## src/rtl/f2x_pkg.sv

```systemverilog
package f2x_pkg;

    localparam int FP_W    = 32;
    localparam int EXP_W   = 8;
    localparam int MAN_W   = 23;
    localparam int BIAS    = 127;
    localparam int WORD_W  = 32;
    localparam int HALF_W  = 16;
    localparam int IMM_W   = 5;
    localparam int FRAC_W  = $clog2(WORD_W + 1);
    localparam int SH_W    = 11;
    // exponent offset that turns the integer significand into a plain integer
    localparam int SIG_OFS = BIAS + MAN_W;
    // left shifts at or above this push any significand past the word range
    localparam int BIG_SH  = WORD_W - MAN_W;

    typedef enum logic [2:0] {
        CLS_ZERO,
        CLS_SUB,
        CLS_NORM,
        CLS_INF,
        CLS_NAN
    } fp_class_e;

    typedef struct packed {
        logic             sign;
        fp_class_e        cls;
        logic [EXP_W-1:0] exp;
        logic [MAN_W:0]   sig;
    } fp_fields_t;

    typedef struct packed {
        logic              sign;
        logic              nan;
        logic              big;
        logic              lost;
        logic [WORD_W-1:0] mag;
    } scaled_t;

    typedef struct packed {
        logic [WORD_W-1:0] value;
        logic              invalid;
        logic              inexact;
    } conv_res_t;

    // fraction count: result width minus the immediate, floored at zero
    function automatic logic [FRAC_W-1:0] frac_count(input logic half,
                                                     input logic [IMM_W-1:0] imm);
        logic [FRAC_W-1:0] w;
        logic [FRAC_W-1:0] i;
        w = half ? FRAC_W'(HALF_W) : FRAC_W'(WORD_W);
        i = FRAC_W'(imm);
        return (i > w) ? '0 : (w - i);
    endfunction

endpackage

```

## src/rtl/f2x_unpack.sv

```systemverilog
module f2x_unpack
    import f2x_pkg::*;
(
    input  logic [FP_W-1:0] operand,
    output fp_fields_t      fields
);
    logic [EXP_W-1:0] e;
    logic [MAN_W-1:0] m;

    assign e = operand[FP_W-2 -: EXP_W];
    assign m = operand[MAN_W-1:0];

    always_comb begin
        fields.sign = operand[FP_W-1];
        fields.exp  = e;
        fields.sig  = {1'b0, m};
        if (e == '1) begin
            fields.cls = (m != '0) ? CLS_NAN : CLS_INF;
        end else if (e == '0) begin
            fields.cls = (m != '0) ? CLS_SUB : CLS_ZERO;
        end else begin
            fields.cls = CLS_NORM;
            fields.sig = {1'b1, m};
        end
    end
endmodule

```

## src/rtl/f2x_scale.sv

```systemverilog
module f2x_scale
    import f2x_pkg::*;
(
    input  fp_fields_t        fields,
    input  logic [FRAC_W-1:0] frac,
    output scaled_t           sc
);
    logic signed [SH_W-1:0] sh;
    logic        [SH_W-1:0] rsh;
    logic        [MAN_W:0]  keep_mask;

    assign sh  = $signed(SH_W'(fields.exp)) + $signed(SH_W'(frac))
               - $signed(SH_W'(SIG_OFS));
    assign rsh = SH_W'(-sh);
    assign keep_mask = ~({(MAN_W+1){1'b1}} << rsh[4:0]);

    always_comb begin
        sc.sign = fields.sign;
        sc.nan  = 1'b0;
        sc.big  = 1'b0;
        sc.lost = 1'b0;
        sc.mag  = '0;
        unique case (fields.cls)
            CLS_NAN:  sc.nan = 1'b1;
            CLS_INF:  sc.big = 1'b1;
            CLS_SUB:  sc.lost = |fields.sig;
            CLS_NORM: begin
                if (sh >= $signed(SH_W'(BIG_SH))) begin
                    sc.big = 1'b1;
                end else if (sh >= 0) begin
                    sc.mag = WORD_W'(fields.sig) << sh[4:0];
                end else if (rsh > SH_W'(MAN_W)) begin
                    sc.lost = 1'b1;
                end else begin
                    sc.mag  = WORD_W'(fields.sig >> rsh[4:0]);
                    sc.lost = |(fields.sig & keep_mask);
                end
            end
            default: ;
        endcase
    end
endmodule

```

## src/rtl/f2x_saturate.sv

```systemverilog
module f2x_saturate
    import f2x_pkg::*;
(
    input  scaled_t   sc,
    input  logic      is_signed,
    input  logic      is_half,
    output conv_res_t res
);
    localparam logic [WORD_W:0] U_WORD_MAX = {1'b0, {WORD_W{1'b1}}};
    localparam logic [WORD_W:0] U_HALF_MAX = (WORD_W+1)'({HALF_W{1'b1}});
    localparam logic [WORD_W:0] S_WORD_POS = (WORD_W+1)'({(WORD_W-1){1'b1}});
    localparam logic [WORD_W:0] S_WORD_NEG = (WORD_W+1)'(1) << (WORD_W-1);
    localparam logic [WORD_W:0] S_HALF_POS = (WORD_W+1)'({(HALF_W-1){1'b1}});
    localparam logic [WORD_W:0] S_HALF_NEG = (WORD_W+1)'(1) << (HALF_W-1);

    logic [WORD_W:0]   pos_lim;
    logic [WORD_W:0]   neg_lim;
    logic [WORD_W-1:0] hi_pat;
    logic [WORD_W-1:0] lo_pat;
    logic              ovf;

    always_comb begin
        if (is_signed) begin
            pos_lim = is_half ? S_HALF_POS : S_WORD_POS;
            neg_lim = is_half ? S_HALF_NEG : S_WORD_NEG;
            lo_pat  = WORD_W'(-neg_lim);
        end else begin
            pos_lim = is_half ? U_HALF_MAX : U_WORD_MAX;
            neg_lim = '0;
            lo_pat  = '0;
        end
        hi_pat = pos_lim[WORD_W-1:0];
        ovf    = sc.big || ({1'b0, sc.mag} > (sc.sign ? neg_lim : pos_lim));

        if (sc.nan) begin
            res.value   = '0;
            res.invalid = 1'b1;
        end else if (ovf) begin
            res.value   = sc.sign ? lo_pat : hi_pat;
            res.invalid = 1'b1;
        end else begin
            res.value   = sc.sign ? (~sc.mag + 1'b1) : sc.mag;
            res.invalid = 1'b0;
        end
        res.inexact = sc.lost && !res.invalid;
    end
endmodule

```

## src/rtl/f2x_conv.sv

```systemverilog
module f2x_conv
    import f2x_pkg::*;
(
    input  logic              clk,
    input  logic              rst,
    input  logic              in_valid,
    input  logic [FP_W-1:0]   operand,
    input  logic              is_signed,
    input  logic              is_half,
    input  logic              imm_lo,
    input  logic [IMM_W-2:0]  imm_hi,
    output logic              out_valid,
    output logic [WORD_W-1:0] result,
    output logic              invalid,
    output logic              inexact
);
    fp_fields_t        fields;
    scaled_t           sc;
    conv_res_t         res;
    logic [FRAC_W-1:0] frac;

    assign frac = frac_count(is_half, {imm_hi, imm_lo});

    f2x_unpack u_unpack (
        .operand (operand),
        .fields  (fields)
    );

    f2x_scale u_scale (
        .fields (fields),
        .frac   (frac),
        .sc     (sc)
    );

    f2x_saturate u_sat (
        .sc        (sc),
        .is_signed (is_signed),
        .is_half   (is_half),
        .res       (res)
    );

    always_ff @(posedge clk) begin
        if (rst) begin
            out_valid <= 1'b0;
            result    <= '0;
            invalid   <= 1'b0;
            inexact   <= 1'b0;
        end else begin
            out_valid <= in_valid;
            if (in_valid) begin
                result  <= res.value;
                invalid <= res.invalid;
                inexact <= res.inexact;
            end
        end
    end
endmodule

```

## config.mk

```make
export PLATFORM = sky130hd
export DESIGN_NAME = f2x_conv
export DESIGN_NICKNAME = d
export VERILOG_FILES = /design/src/rtl/f2x_pkg.sv /design/src/rtl/f2x_unpack.sv /design/src/rtl/f2x_scale.sv /design/src/rtl/f2x_saturate.sv /design/src/rtl/f2x_conv.sv
export SDC_FILE = /design/constraint.sdc
export NUM_CORES = 1
export LEC_CHECK = 0
export ABC_CLOCK_PERIOD_IN_PS = 12750
export BUFFER_PORTS_ARGS = -buffer_cell sky130_fd_sc_hd__buf_2
export CAP_MARGIN = 10
export CORE_ASPECT_RATIO = 0.8
export CORE_MARGIN = 1.5
export CORE_UTILIZATION = 50
export DETAILED_ROUTE_END_ITERATION = 12
export PLACE_DENSITY_LB_ADDON = 0.3
export SYNTH_ARGS = -nofsm -noshare
export SYNTH_HDL_FRONTEND = slang
export SYNTH_SLANG_ARGS = --single-unit
```

## constraint.sdc

```tcl
create_clock -name clk -period 12.75 [get_ports clk]
set_input_delay 2.55 -clock clk [delete_from_list [all_inputs] [get_ports clk]]
set_output_delay 2.55 -clock clk [all_outputs]
set_load 0.01 [all_outputs]
```

# Word-level counts from Yosys, hierarchy flattened
# Index checks and enable logic that the tools add are counted.
classes:
  add_sub_neg: 6
  n_lt_le_gt_ge: 5
  eq_ne: 5
  shifts: 3
  n_mux: 29
  bitwise: 3
  n_reduce_logical: 7
ops:
  columns: ["cell", "n"]
  rows:
  - ["2-to-1 mux 32 bit", 8]
  - ["2-to-1 mux 33 bit", 6]
  - ["2-to-1 mux 24 bit", 2]
  - ["OR reduction 24 bit", 2]
  - ["> comparator 32 x 33 -> 1 bit", 1]
  - ["adder 32 x 1 -> 32 bit (second input constant)", 1]
  - ["negation 32 bit", 1]
  - ["inverter 32 bit", 1]
  - ["left shift 24 x 5 -> 32 bit", 1]
  - ["right shift 24 x 5 -> 32 bit", 1]
  - ["2-to-1 mux 31 bit", 1]
  - ["AND 24 bit", 1]
  - ["inverter 24 bit", 1]
  - ["left shift 24 x 5 -> 24 bit (first input constant)", 1]
  - ["nonzero test 23 bit", 1]
  - ["2-to-1 mux 6 bit", 2]
  - ["greater-or-equal comparator 11 x 1 -> 1 bit (second input constant)", 1]
  - ["greater-or-equal comparator 11 x 5 -> 1 bit (second input constant)", 1]
  - ["> comparator 11 x 5 -> 1 bit (second input constant)", 1]
  - ["negation 11 bit", 1]
  - ["subtractor 9 x 8 -> 10 bit (second input constant)", 1]
  - ["adder 8 x 6 -> 9 bit", 1]
  - ["2-to-1 mux 3 bit", 3]
  - ["equality test 8 bit (second input constant)", 1]
  - ["11 further kinds", 17]
word_totals:
  regBits: 35
  input_bits: 42
  output_inout_bits: 35
  word_cells: 62

# Longest topological paths before layout
# Gate-level depths: netlist of the first run.
logic_depth:
  word_depth: 21
  mapped_depth: 39
  ltp_nobuf: 33

# Modules after synthesis
# A second synthesis of the first run with hierarchy kept.
hier_totals:
  cells_unflattened: 1007
  hier_area_um2: 7383.3
modules_own_cells:
  columns: ["module", "n_inst", "cells_per_inst", "area_per_inst_um2", "seq_area_each_um2"]
  rows:
  - ["f2x_scale", 1, 556, 3828.7, 0.0]
  - ["f2x_saturate", 1, 260, 1790.5, 0.0]
  - ["f2x_conv", 1, 140, 1402.6, 700.7]
  - ["f2x_unpack", 1, 51, 361.6, 0.0]

# Worst setup path before layout of the first run
# Ideal clock, no wire load.
synth_timing:
  kind: "in2reg"
  start: "input port imm_lo"
  end: "register result[31]"
  setup_time_ps: 86
  arrival_ps: 9099
  required_ps: 12664
  path_slack_ps: 3566
  path_stages: 37
  path_buffers: 8
  cell_sequence: "inv_1 > ha_1 > nand2_1 > nand2_1 > nand2_1 > ha_1 > inv_1 > ha_1 > buf_2 > inv_2 > buf_1 > ha_1 > inv_1 > ha_1 > buf_2 > o311ai_0 > o211ai_1 > o211ai_1 > a211o_1 > o21ba_1 > buf_4 > buf_2 > and3_1 > o21bai_1 > ha_1 > nand4_1 > or2_2 > nor3_1 > nand4_1 > a21oi_1 > nor4_1 > o31ai_1 > clkbuf_1 > clkbuf_1 > clkbuf_1 > nor2_1 > a211oi_1"
synth_via:
  elab_chain_cells: 15
  elab_cells_between_ends: 24
  cone_classes: "5 x add/sub; 5 x order compare; 2 x shift; 10 x mux; 1 x bitwise; 1 x reduce/logical"
synth_lines:
  columns: ["element", "line_no", "rtl"]
  rows:
  - ["start, declared", "f2x_conv.sv:10", "input logic imm_lo,"]
  - ["subtractor 6 x 5 -> 6 bit or > comparator 5 x 6 -> 1 bit (tied branches)", "f2x_pkg.sv:53", "return (i > w) ? '0 : (w - i);"]
  - ["2-to-1 mux 6 bit *", "f2x_pkg.sv:53", null]
  - ["adder 8 x 6 -> 9 bit *", "f2x_scale.sv:12", "assign sh = $signed(SH_W'(fields.exp)) + $signed(SH_W'(frac))"]
  - ["subtractor 9 x 8 -> 10 bit *", "f2x_scale.sv:13", "- $signed(SH_W'(SIG_OFS));"]
  - ["negation 11 bit", "f2x_scale.sv:14", "assign rsh = SH_W'(-sh);"]
  - ["> comparator 11 x 5 -> 1 bit or right shift 24 x 5 -> 32 bit (tied branches)", "f2x_scale.sv:32, f2x_scale.sv:35", null]
  - ["2-to-1 mux 32 bit", "f2x_scale.sv:32", "end else if (rsh > SH_W'(MAN_W)) begin"]
  - ["2-to-1 mux 32 bit", "f2x_scale.sv:30", "end else if (sh >= 0) begin"]
  - ["2-to-1 mux 33 bit", "f2x_scale.sv:28", "if (sh >= $signed(SH_W'(BIG_SH))) begin"]
  - ["2-to-1 mux 32 bit", "f2x_scale.sv:23", "unique case (fields.cls)"]
  - ["inverter 32 bit", "f2x_saturate.sv:42", "res.value = sc.sign ? (~sc.mag + 1'b1) : sc.mag;"]
  - ["adder 32 x 1 -> 32 bit", "f2x_saturate.sv:42", null]
  - ["2-to-1 mux 32 bit", "f2x_saturate.sv:42", null]
  - ["2-to-1 mux 33 bit *", "f2x_saturate.sv:38", "end else if (ovf) begin"]
  - ["2-to-1 mux 33 bit *", "f2x_saturate.sv:35", "if (sc.nan) begin"]
  - ["end signal, assigned", "f2x_conv.sv:51", "result <= res.value;"]
  - ["end, declared", "f2x_conv.sv:13", "output logic [WORD_W-1:0] result,"]
# Every way passes the cells marked *; elsewhere a longest branch is shown, timed or not.
# A chain may end at the register's enable or synchronous reset.

# Worst setup path after layout of the first run
layout_timing:
  start: "input port imm_lo"
  end: "register result[15]"
# The elaborated chain is that of the path after synthesis.

==> results of run 1 <==
cell families after synthesis:
family	count (synthesis)	share of synthesized area [%]
flops	35	8.983
buf+inv	134	7.668
mux	102	17.61
xor+xnor	22	3.080
simple gates	380	23.71
compound gates	330	30.03
fa+ha+maj	55	8.919
how the worst max path moves through the flow:
stage          startpoint          to  slack (ps)  cells past startpoint
2_1_floorplan      imm_lo  result[31]        3570                     37
3_3_place_gp       imm_lo  result[15]        2390                     31
3_5_place_dp       imm_lo  result[15]        2210                     33
4_1_cts            imm_lo  result[15]        2500                     33
5_1_grt            imm_lo  result[15]        1880                     33
6_report           imm_lo  result[15]        2340                     33
final cells by class:
class / instances / share of cell area [%]
Clock inverter: 1 / 0.06037
Clock buffer: 6 / 1.675
Tap cell: 210 / 3.169
Sequential cell: 35 / 8.452
Inverter: 46 / 2.083
Timing Repair Buffer: 89 / 5.765
Multi-Input combinational cell: 889 / 78.80
synth_stat cells, drive strengths merged (16+ instances only):
cell	count	area share (%)
mux2i	45	5.8
a21oi	84	5.5
nand2	113	5.5
inv	46	2.2
nor3	24	1.7
o21ai	58	3.7
mux4	25	7.2
nand4	19	1.5
mux2	32	4.6
clkbuf	48	2.3
ha	54	8.7
nor2	109	5.3
nor2b	16	1.3
buf	40	3.1
a211oi	28	3.1
dfxtp	35	9.0
nand3	23	1.5
per-stage QoR:
| stage | setup slack (ps) | instance area [sq um] | hold WS, ps | instances | power [mW] |
|---|---|---|---|---|---|
| final | 2343 | 8290 | 456.6 | 1276 | 1.295 |
| after global routing | 1881 | 8290 | 482.2 | 1276 | 1.380 |
| after CTS | 2501 | 8290 | 456.2 | 1276 | 1.262 |
| after detailed placement | 2208 | 8147 | 448.8 | 1269 | 1.136 |
| after global placement | 2389 | 8147 | 441.4 | 1269 | 1.130 |
| after floorplan | 3566 | 7800 | 480.5 | 1058 | 0.9243 |
cell usage in the layout (no fill, tap or decap), types with 11 or more instances in the layout:
cell type and n:
mux4_2 25, inv_1 41, buf_2 76, nand4_1 19, a31oi_1 11, ha_1 53, buf_4 13, dfxtp_1 35
mux2_2 32, o22ai_1 12, o211ai_1 13, nor2b_1 16, a21o_1 11, o21ai_0 55, nor2_1 108, nor4_1 11
a21oi_1 83, a211oi_1 23, mux2i_1 45, nand3_1 23, nand2_1 112, nor3_1 23
critical path: cells and delay by family:
kind	cells	cell delay (ps)
AOI/OAI and AO/OA	13	3580
adders and majority gates	6	2070
buffers and inverters	7	1000
and+or+nand+nor	7	1400
routing by layer:
layer	up-vias	wire length, microns	global-route usage (%)
li1	4009	-	-
met1	4009	11630	45.98
met2	470	10980	48.09
met3	56	2926	7.696
met4	0	645	7.491
met5	-	0	0
registers in the layout, indices dropped and copies added, names as in the netlist:
register,cells
result,32
out_valid,1
inexact,1
invalid,1
power breakdown:
group	internal [mW]	switching, mW	leakage [nW]
clock	0.0762	0.0455	0.0727
combinational	0.384	0.658	3.26
sequential	0.124	0.00752	0.286
==> metrics.txt, run 1 <==
Startpoint Class=primary input; Final Max Slew Viols=0; VDD IR-drop max=0.06728 mV; crit path time final=10410 ps; Starting Density=51.61%; IO Count=77; gp weighted congestion=0.9754; n_diodes=0; CP arrival=10620 ps; vias in the first global route=7761; synthesized area=0.007800 sq mm; htree depth=2; Longest Clk Path Bufs=2; syn nets=1155; count of state elements after synthesis=35; clock-pin slew on the worst setup and hold paths=50 ps; Post-synth EDFFs=0; Crit Path Class=in -> reg; Hold Vio Cnt, Final=0; CTS tree=done; initial antenna violation count=0; Worst Reg-to-Reg Cells=3; Die Ht=114.7 microns; clk sinks=35; unrepaired setup endpoints after global routing=false; total grt overflow=0; FMAX=0.09609 GHz; Final setup viols=0; register area share after synthesis=8.983%; top_reg_cell synth=dfxtp_1; CTS Buf Count=5; Util after Layout=54.85%; Tot GR Track Use=31.96%; Die X=142.6 microns; clk_skew=0 ps; CP peak stage delay=830 ps; static leakage=3.618 nW; Clk Tree Root Cell=clkbuf_16; DRT Pass-1 Iters=6; worst-margin pin slew=1124 ps; Clk Latency, worst-skew pair=280 ps; routed vias/inst=6.696; Max Cap Viol=0; Area Growth Syn to Fin=6.288%; yosys warns=0; CP max stage cell=ha_1; HP Start=result[13]; hold_buf cts=0; Cell Pwr Density=156.2 mW/mm^2; Antenna Nets Post-Route=0; multi-input logic area=0.006533 sq mm; R2R setup slack=11610 ps; cell row count=40; vias after detailed routing=8544; Hold Crit Class=reg -> reg; Yosys cell types=95; Core Area=0.01511 sq mm; final wirelength=26180 microns; Req. time, crit path=12960 ps; postcts setup bufs=0; CP dominant cell by count=ha_1; total negative slack=0 ps; Die ar.=0.01636 sq mm; post-cts sizing count=0; drt drc=0; first-pass GRT wire length=41500 microns; critical path endpoint category=flop; post-DR wirelength/cell=20.52 microns; Final period util=81.63%; IO Port Bufs=76; largest net degree at the start of global routing=69; Min-Delay Path Depth=2; Syn Inst Count=1058; DPL Wire Length=20100 microns; CP Max Fanout=29; layout cell share with drive strength beyond 1=18.29%; Reg-to-Reg End=result[20]; Filler Cells Inserted=1495; worst rel slew slack=25.06%; status=finished clean; Synth Area per Inst=7.372 sq um; Post-synth ARST share=0%; end of the worst hold path=result[13]; origin of the critical flop-to-flop path=result[20]; Iteration-0 DRC Markers=1048; Reg area=700.7 sq um; post-layout net count=1163
Note: power is estimated with default switching activity, not from simulation.
==> run 2, diff against run 1 <==
--- a/config.mk
+++ b/config.mk
@@ -5,7 +5,7 @@
 export SDC_FILE = /design/constraint.sdc
 export NUM_CORES = 1
 export LEC_CHECK = 0
-export ABC_CLOCK_PERIOD_IN_PS = 12750
+export ABC_CLOCK_PERIOD_IN_PS = 10550
 export BUFFER_PORTS_ARGS = -buffer_cell sky130_fd_sc_hd__buf_2
 export CAP_MARGIN = 10
 export CORE_ASPECT_RATIO = 0.8
==> constraint.sdc (replaced) <==
create_clock -name clk -period 10.55 [get_ports clk]
set_input_delay 2.11 -clock clk [delete_from_list [all_inputs] [get_ports clk]]
set_output_delay 2.11 -clock clk [all_outputs]
set_load 0.01 [all_outputs]
==> run 2 against run 1 <==
  * Clock skew did not move
  * Count of clock-buffer cells in the layout is the same
  * Via count increased by 0.94%
  * Utilization increased by 0.40 points
==> metrics.txt, run 2 (synthesis results as in run 1) <==
Final setup viols=0; Die ar.=0.01636 sq mm; critical path endpoint category=flop; post-DR wirelength/cell=20.91 microns; status=finished clean; Cell Pwr Density=190.4 mW/mm^2; clk sinks=35; CP Max Fanout=21; n_diodes=0; CP max stage cell=o31a_1; Clock Power Share=9.2%; static leakage=3.659 nW; Die Ht=114.7 microns; Logic pwr share=80.8%; worst rel slew slack=35.01%; crit path time final=9619 ps; clock-pin slew on the worst setup and hold paths=60 ps; CP peak stage delay=720 ps; cell row count=40; Net Sw Frac=54.85%; Startpoint Class=primary input; CTS Buf Count=5; vias in the first global route=7850; Tot GR Track Use=33.07%; worst-margin pin slew=972.9 ps; Core Area=0.01511 sq mm; largest net degree at the start of global routing=68; Largest Register=result; gp weighted congestion=1.020; Crit Path Class=in -> reg; unrepaired setup endpoints after global routing=false; Final period util=91.18%; Req. time, crit path=10760 ps; first-pass GRT wire length=42880 microns; hold_buf cts=0; Clk Latency, worst-skew pair=280 ps; htree depth=2; total power=1.590 mW; Iteration-0 DRC Markers=1161; Internal Pwr Total=717.8 uW; clk_skew=0 ps; Hold Crit Class=reg -> reg; Final Max Slew Viols=0; Area Growth Syn to Fin=7.058%; Starting Density=51.61%; sw power=872.2 uW; max reg flops=32; drt drc=0; Die X=142.6 microns; CP dominant cell by count=ha_1; total negative slack=0 ps; Filler Cells Inserted=1494; DRT Pass-1 Iters=6; FMAX=0.1040 GHz; postcts setup bufs=0; total grt overflow=0; vias after detailed routing=8624; VDD IR-drop max=0.07662 mV; most frequent cells in the layout=112 x nand2_1, 108 x nor2_1, 83 x a21oi_1; Longest Clk Path Bufs=2; register share of total power=10.0%; IO Count=77; routed vias/inst=6.717; CTS tree=done; Clk Tree Root Cell=clkbuf_16; layout cell share with drive strength beyond 1=18.90%; IO Port Bufs=76; Max Cap Viol=0; Hold Vio Cnt, Final=0; Antenna Nets Post-Route=0; post-layout net count=1171; CP arrival=9830 ps; final wirelength=26840 microns; DPL Wire Length=20320 microns; initial antenna violation count=0; most common cell after layout, fill and taps aside=nand2_1; post-cts sizing count=0
==> run 2: per-layer routing <==
layer	routed length (microns)	GRT usage, %
met2	11350	49.97
met4	477	7.148
met1	11790	48.45
met3	3231	6.650
met5	0	0
==> run 2: worst max-delay path: cells and delay by family <==
family,cells,cell delay [ps]
buffers and inverters,7,1080
AO/OA/AOI/OAI,11,2650
multiplexers,2,550
adder cells (fa/ha/maj),6,1960
AND/OR/NAND/NOR,7,1440
==> run 2: final cells by class <==
cell class                 instances  area [sq um]  share of cell area (%)
tap                              210         262.8                   3.147
clock inverter                     1         5.005                 0.05993
multi-input combinational        889          6533                   78.23
sequential                        35         700.7                   8.391
clock buffer                       6         138.9                   1.663
inverter                          46         172.7                   2.068
timing repair buffer              97         538.0                   6.443
==> run 2: per-stage QoR <==
step | instance area [sq um] | worst slack [ps] | util, % | instances | hold WS, ps
2_1_floorplan | 7800 | 1806 | - | 1058 | 480.5
3_3_place_gp | 8207 | 1049 | 54.30 | 1277 | 443.3
3_5_place_dp | 8207 | 856.6 | 54.30 | 1277 | 446.9
4_1_cts | 8351 | 1113 | 55.25 | 1284 | 459.4
5_1_grt | 8351 | 486.8 | 55.25 | 1284 | 469.3
6_report | 8351 | 931.0 | 55.25 | 1284 | 461.2
==> run 2: worst paths after layout <==
check	cells past startpoint	endpoint	slack, ps	startpoint
setup reg to reg	3	result[20]	9410	result[20]
setup / recovery	33	result[15]	930	imm_lo
hold reg to reg	2	result[18]	460	result[18]
hold / removal	2	result[18]	460	result[18]
==> run 2: power groups by stage <==
stage                     logic, mW  registers, mW  clock network (mW)
after floorplan               0.948          0.169                   0
after global placement         1.22          0.161                   0
after detailed placement       1.23          0.161                   0
after CTS                      1.24          0.159               0.148
after global routing           1.37          0.161               0.155
final                          1.28          0.159               0.147
